$ cat src/rtl/thr_pkg.sv
`timescale 1ns/1ps
package thr_pkg;
  typedef enum logic [1:0] {
    CS_RUN        = 2'b00,
    CS_STOP_GRANT = 2'b01,
    CS_LOWPWR_A   = 2'b10,
    CS_LOWPWR_B   = 2'b11
  } clk_state_e;

  localparam logic [7:0] GEN_ENA_OFFSET = 8'h20;

  // Level of stop_clk_n for a clock state outside override: high only when running.
  function automatic logic idle_stop_level(input logic [1:0] st);
    return (st == CS_RUN);
  endfunction

  // Throttle phase: stop asserted while the phase index is below the duty count.
  function automatic logic throttle_asserted(input logic [31:0] ph, input logic [31:0] duty);
    return (ph < duty);
  endfunction

  // Modulo increment of the phase index.
  function automatic logic [31:0] phase_next(input logic [31:0] ph, input logic [31:0] period);
    return (ph + 32'd1 >= period) ? 32'd0 : ph + 32'd1;
  endfunction
endpackage

$ cat src/rtl/thr_sync.sv
`timescale 1ns/1ps
module thr_sync #(
  parameter int unsigned STAGES = 2
) (
  input  logic clk,
  input  logic rst_n,
  input  logic d_async,
  output logic q_sync
);
  logic [STAGES-1:0] sh_q;

  generate
    if (STAGES == 1) begin : g_one
      always_ff @(posedge clk or negedge rst_n) begin
        if (!rst_n) sh_q <= '0;
        else        sh_q <= d_async;
      end
    end else begin : g_chain
      always_ff @(posedge clk or negedge rst_n) begin
        if (!rst_n) sh_q <= '0;
        else        sh_q <= {sh_q[STAGES-2:0], d_async};
      end
    end
  endgenerate

  assign q_sync = sh_q[STAGES-1];
endmodule

$ cat src/rtl/thr_sustain.sv
`timescale 1ns/1ps
module thr_sustain #(
  parameter int unsigned LIMIT = 66_000_000
) (
  input  logic clk,
  input  logic rst_n,
  input  logic qualify,
  input  logic hold_clear,
  output logic at_limit
);
  localparam int unsigned CNT_W = (LIMIT < 1) ? 1 : $clog2(LIMIT + 1);
  localparam logic [CNT_W-1:0] LIM_V = CNT_W'(LIMIT);

  logic [CNT_W-1:0] cnt_q;

  always_ff @(posedge clk or negedge rst_n) begin
    if (!rst_n)                     cnt_q <= '0;
    else if (!qualify || hold_clear) cnt_q <= '0;
    else if (cnt_q != LIM_V)         cnt_q <= cnt_q + 1'b1;
  end

  assign at_limit = (cnt_q == LIM_V);
endmodule

$ cat src/rtl/thr_phase.sv
`timescale 1ns/1ps
module thr_phase
  import thr_pkg::*;
#(
  parameter int unsigned PERIOD = 8,
  parameter int unsigned DUTY   = 4
) (
  input  logic clk,
  input  logic rst_n,
  input  logic start,
  input  logic run,
  output logic stop_now
);
  localparam int unsigned PH_W = (PERIOD < 2) ? 1 : $clog2(PERIOD);

  logic [PH_W-1:0] ph_q;

  always_ff @(posedge clk or negedge rst_n) begin
    if (!rst_n)     ph_q <= '0;
    else if (start) ph_q <= '0;
    else if (run)   ph_q <= PH_W'(phase_next(32'(ph_q), 32'(PERIOD)));
  end

  assign stop_now = throttle_asserted(32'(ph_q), 32'(DUTY));
endmodule

$ cat src/rtl/thr_genreg.sv
`timescale 1ns/1ps
module thr_genreg #(
  parameter int unsigned   ADDR_W = 8,
  parameter int unsigned   DATA_W = 8,
  parameter logic [7:0]    OFFSET = 8'h20,
  parameter int unsigned   EN_BIT = 3
) (
  input  logic              clk,
  input  logic              rst_n,
  input  logic              we,
  input  logic [ADDR_W-1:0] addr,
  input  logic [DATA_W-1:0] wdata,
  output logic [DATA_W-1:0] rdata,
  output logic              brk_en
);
  logic hit;
  logic en_q;

  assign hit = (addr == ADDR_W'(OFFSET));

  always_ff @(posedge clk or negedge rst_n) begin
    if (!rst_n)         en_q <= 1'b0;
    else if (we && hit) en_q <= wdata[EN_BIT];
  end

  always_comb begin
    rdata = '0;
    if (hit) rdata[EN_BIT] = en_q;
  end

  assign brk_en = en_q;
endmodule

$ cat src/rtl/therm_throttle_ctrl.sv
`timescale 1ns/1ps
module therm_throttle_ctrl
  import thr_pkg::*;
#(
  parameter int unsigned SUSTAIN_CYCLES = 66_000_000,
  parameter int unsigned PERIOD         = 8,
  parameter int unsigned DUTY           = 4,
  parameter int unsigned SYNC_STAGES    = 2,
  parameter int unsigned EN_BIT         = 3
) (
  input  logic       clk,
  input  logic       rst_n,
  input  logic       alarm_n,
  input  logic [1:0] clk_state,
  output logic       stop_clk_n,
  output logic       brk_pulse,
  input  logic       cfg_we,
  input  logic [7:0] cfg_addr,
  input  logic [7:0] cfg_wdata,
  output logic [7:0] cfg_rdata
);
  // Named internal events, visible to the bound checker.
  logic       alarm_sync;
  logic       in_sg;
  logic       at_limit;
  logic       enter_evt;
  logic       exit_evt;
  logic       ovr_active;
  logic       restore_q;
  logic [1:0] saved_q;
  logic       brk_q;
  logic       brk_en;
  logic       thr_stop;

  thr_sync #(.STAGES(SYNC_STAGES)) u_sync (
    .clk(clk), .rst_n(rst_n), .d_async(~alarm_n), .q_sync(alarm_sync)
  );

  assign in_sg = (clk_state == CS_STOP_GRANT);

  thr_sustain #(.LIMIT(SUSTAIN_CYCLES)) u_sus (
    .clk(clk), .rst_n(rst_n),
    .qualify(alarm_sync && in_sg), .hold_clear(ovr_active),
    .at_limit(at_limit)
  );

  assign enter_evt = !ovr_active && alarm_sync && in_sg && at_limit;
  assign exit_evt  = ovr_active && !alarm_sync;

  always_ff @(posedge clk or negedge rst_n) begin
    if (!rst_n) begin
      ovr_active <= 1'b0;
      restore_q  <= 1'b0;
      saved_q    <= CS_RUN;
      brk_q      <= 1'b0;
    end else begin
      if (enter_evt)     ovr_active <= 1'b1;
      else if (exit_evt) ovr_active <= 1'b0;
      if (enter_evt) saved_q <= clk_state;
      restore_q <= exit_evt;
      brk_q     <= exit_evt && brk_en;
    end
  end

  thr_phase #(.PERIOD(PERIOD), .DUTY(DUTY)) u_phase (
    .clk(clk), .rst_n(rst_n), .start(enter_evt), .run(ovr_active),
    .stop_now(thr_stop)
  );

  thr_genreg #(.ADDR_W(8), .DATA_W(8), .OFFSET(GEN_ENA_OFFSET), .EN_BIT(EN_BIT)) u_reg (
    .clk(clk), .rst_n(rst_n), .we(cfg_we), .addr(cfg_addr), .wdata(cfg_wdata),
    .rdata(cfg_rdata), .brk_en(brk_en)
  );

  always_comb begin
    if (ovr_active)     stop_clk_n = !thr_stop;
    else if (restore_q) stop_clk_n = idle_stop_level(saved_q);
    else                stop_clk_n = idle_stop_level(clk_state);
  end

  assign brk_pulse = brk_q;
endmodule

$ cat config.mk
export PLATFORM = sky130hd
export DESIGN_NAME = therm_throttle_ctrl
export DESIGN_NICKNAME = d
export VERILOG_FILES = /design/src/rtl/thr_pkg.sv /design/src/rtl/thr_sync.sv /design/src/rtl/thr_sustain.sv /design/src/rtl/thr_phase.sv /design/src/rtl/thr_genreg.sv /design/src/rtl/therm_throttle_ctrl.sv
export SDC_FILE = /design/constraint.sdc
export NUM_CORES = 1
export LEC_CHECK = 0
export ABC_AREA = 1
export BUFFER_PORTS_ARGS = -buffer_cell sky130_fd_sc_hd__buf_2
export CAP_MARGIN = 10
export CORE_UTILIZATION = 28
export CTS_CLUSTER_SIZE = 16
export DETAILED_ROUTE_END_ITERATION = 8
export GPL_ROUTABILITY_DRIVEN = 0
export GPL_TIMING_DRIVEN = 0
export SYNTH_ARGS = -nofsm -noshare
export SYNTH_HDL_FRONTEND = slang
export SYNTH_SLANG_ARGS = --single-unit
$ cat constraint.sdc
create_clock -name clk -period 4 [get_ports clk]
set_input_delay 0.4 -clock clk [delete_from_list [all_inputs] [get_ports clk]]
set_output_delay 0.4 -clock clk [all_outputs]
set_load 0.02 [all_outputs]
==> reports/qor.yml <==
ys_seq_elements: 37
async_flop_share_pct: 100.0
p_sw_share_pct: 23.44
placed_area_um2: 2545
clock_tree.buffer_depth: 2
synth_cell_types: 27
grt_antenna_before_repair: 0
timing.rr.start: "u_sus.cnt_q[1]"
clock-sinks: 37
vdd_drop_max_v: 0.0001289
wirelength_um: 4912
yosys_warnings: 0
yosysSeqAreaShare_pct: 40.09
period_needed_ps: 1638
syn_area_um2: 2310
placementRows: 32
p_seq_share_pct: 57.1
cts_tree: "yes"
drc: 0
vias: 1989
syn_avg_cell_area_um2: 6.978
worstRegToRegCells: 8
pwr-share-comb_pct: 6.1
required_ps: 3600
post_cts_resized: 0
grt_pass1_vias: 2064
grt_max_degree: 38
fin_nets: 387
num_io_pins: 32
initial_core_util_pct: 29.43
report.final.hold_viol_count: 0
final_common_cell: "nand2_1"
die_x_um: 92.83
grt_overflow: 0
ctsHoldBuffers: 0
die_area_um2: 8616
rr_endpoint: "u_sus.cnt_q[18]"
insertion_delay_ps: 290
r2r_setup_slack_ps: 2600
synth_edf_count: 0
arrival_ps: 1240
stdcell_area_um2: 2619
dr.pass1.iters: 4
drtIter0Drc: 72
fin_crit_sh_pct: 40.94
whs_ps: 212.9
grt_pass1_wl_um: 9025
drive_gt1_share_pct: 16.11
fin_util_pct: 33.37
fin_worst_skew_ps: 9.373
rsz0062_at_grt: "false"
criticalPathCategory: "reg -> out"
crit_path_end_kind: "output pin"
synthFlopType: "dfrtp_1"
drv_slew: 0
n_antenna_cell: 0
outcome: "finished clean"
worst_slew_pin_slew_ps: 842.7
preCtsSetupSlack_ps: 2562
via_per_inst: 4.305
startpoint_type: "flop"
p_sw_uw: 154.8
clk_pin_slew_ps: 70
cellInternalPower_uw: 505.6
p_leak_nw: 1.181
syn_inst: 331
most-common-layout-cells: "nand2_1, nor2_1, inv_1, dfrtp_1, nand3_1"
fillers: 881
setup_ws_ps: 2362
ant_nets: 0
cts_buffers: 5
clock.fmax_mhz: 610.6
power.density_nw_per_um2: 252.2
hp-class: "in -> async"
slew-limit-headroom_pct: 43.82
die_h_um: 92.83
wl_per_cell_um: 10.63
setup_tns_ps: 0
cap_viol_max_count: 0
path_max_fanout: 6
h-tree-depth: 2
root_buffer: "clkbuf_8"
port_buffers: 17
dp_hpwl_um: 3835
syn2layout_area_growth_pct: 13.38
post_cts_buffers: 0
setup_violations: 0
fp.coreArea_um2: 7848
clkPwrFrac_pct: 36.8
grt_use_total_pct: 13.21
layer usage:
metal | global-route usage [%] | wire (um) | part of all wire [%] | up-vias
met5 | 0 | 0 | 0 | -
li1 | - | - | - | 1055
met3 | 2.709 | 248 | 5.0 | 6
met1 | 17.13 | 2397 | 49 | 879
met4 | 3.718 | 56 | 1.1 | 0
met2 | 22.12 | 2210 | 45 | 49
registers in the layout, summed over array words and instances (netlist names):
register      cells
brk_pulse         1
u_sync.sh_q       2
restore_q         1
u_reg.brk_en      1
u_sus.cnt_q      26
u_phase.ph_q      3
saved_q           2
ovr_active        1
synth_stat cells (2+ instances only):
cell type	number	share of area [%]
inv_1	42	6.8
nor3_2	2	0.87
nand3b_1	3	0.98
a21oi_1	16	3.5
nor2_2	7	1.9
nor2_4	5	2.4
inv_2	3	0.49
buf_4	9	2.9
nor3_1	5	1.1
nand3_2	2	0.87
nor2_1	63	10
nand2_2	5	1.4
nand3_1	19	4.1
ha_1	4	2.2
xor2_1	3	1.1
o21ai_0	7	1.5
o21a_1	2	0.65
nand4_1	2	0.54
nand2_1	88	14
dfrtp_1	37	40
area by class of cell:
cell class / instances / area (um2) / area share, %
Clock inverter: 1 / 5.005 / 0.1911
Tap cell: 102 / 127.6 / 4.873
Sequential cell: 37 / 925.9 / 35.36
Multi-Input combinational cell: 244 / 1154 / 44.05
Clock buffer: 5 / 68.82 / 2.628
Buffer: 11 / 83.83 / 3.201
Inverter: 45 / 168.9 / 6.450
Timing Repair Buffer: 17 / 85.08 / 3.249
worst max-delay path, stage by stage (launching register included):
cell and delay [ps]:
dfrtp_1 440, inv_1 160, nor2_1 80, a21oi_1 100, buf_2 170
how the worst max path moves through the flow:
stage / startpoint / endpoint / slack (ps) / cells after the start
after floorplan: cfg_addr[3] / cfg_rdata[3] / 2560 / 3
after global placement: clk_state[1] / stop_clk_n / 2580 / 5
after detailed placement: clk_state[1] / stop_clk_n / 2560 / 5
after CTS: ovr_active / stop_clk_n / 2350 / 4
after global routing: ovr_active / stop_clk_n / 2260 / 4
final: ovr_active / stop_clk_n / 2360 / 4
power by group through the flow:
stage	Combinational, mW	Sequential, mW	Clock (mW)
2_1_floorplan	0.0231	0.384	0
3_3_place_gp	0.0405	0.384	0
3_5_place_dp	0.0412	0.384	0
4_1_cts	0.0413	0.377	0.253
5_1_grt	0.0461	0.377	0.268
6_report	0.0403	0.377	0.243
through the flow:
step	power, mW	instances
after floorplan	0.4073	337
after global placement	0.4248	456
after detailed placement	0.4256	456
after CTS	0.6715	462
after global routing	0.6909	462
final	0.6604	462
kinds of logic (layout without fill, tap and decap cells):
| group | count (synthesis) | count (layout) | share of synthesized area, % |
|---|---|---|---|
| AOI/OAI and AO/OA | 26 | 26 | 5.850 |
| DFF | 37 | 37 | 40.09 |
| adders and majority gates | 4 | 4 | 2.167 |
| other | 1 | 7 | 0.1624 |
| buffers and inverters | 56 | 79 | 10.94 |
| xor gates and xnor gates | 4 | 4 | 1.517 |
| and+or+nand+nor | 203 | 203 | 39.27 |
No activity file was read; power rests on OpenSTA's default activity.
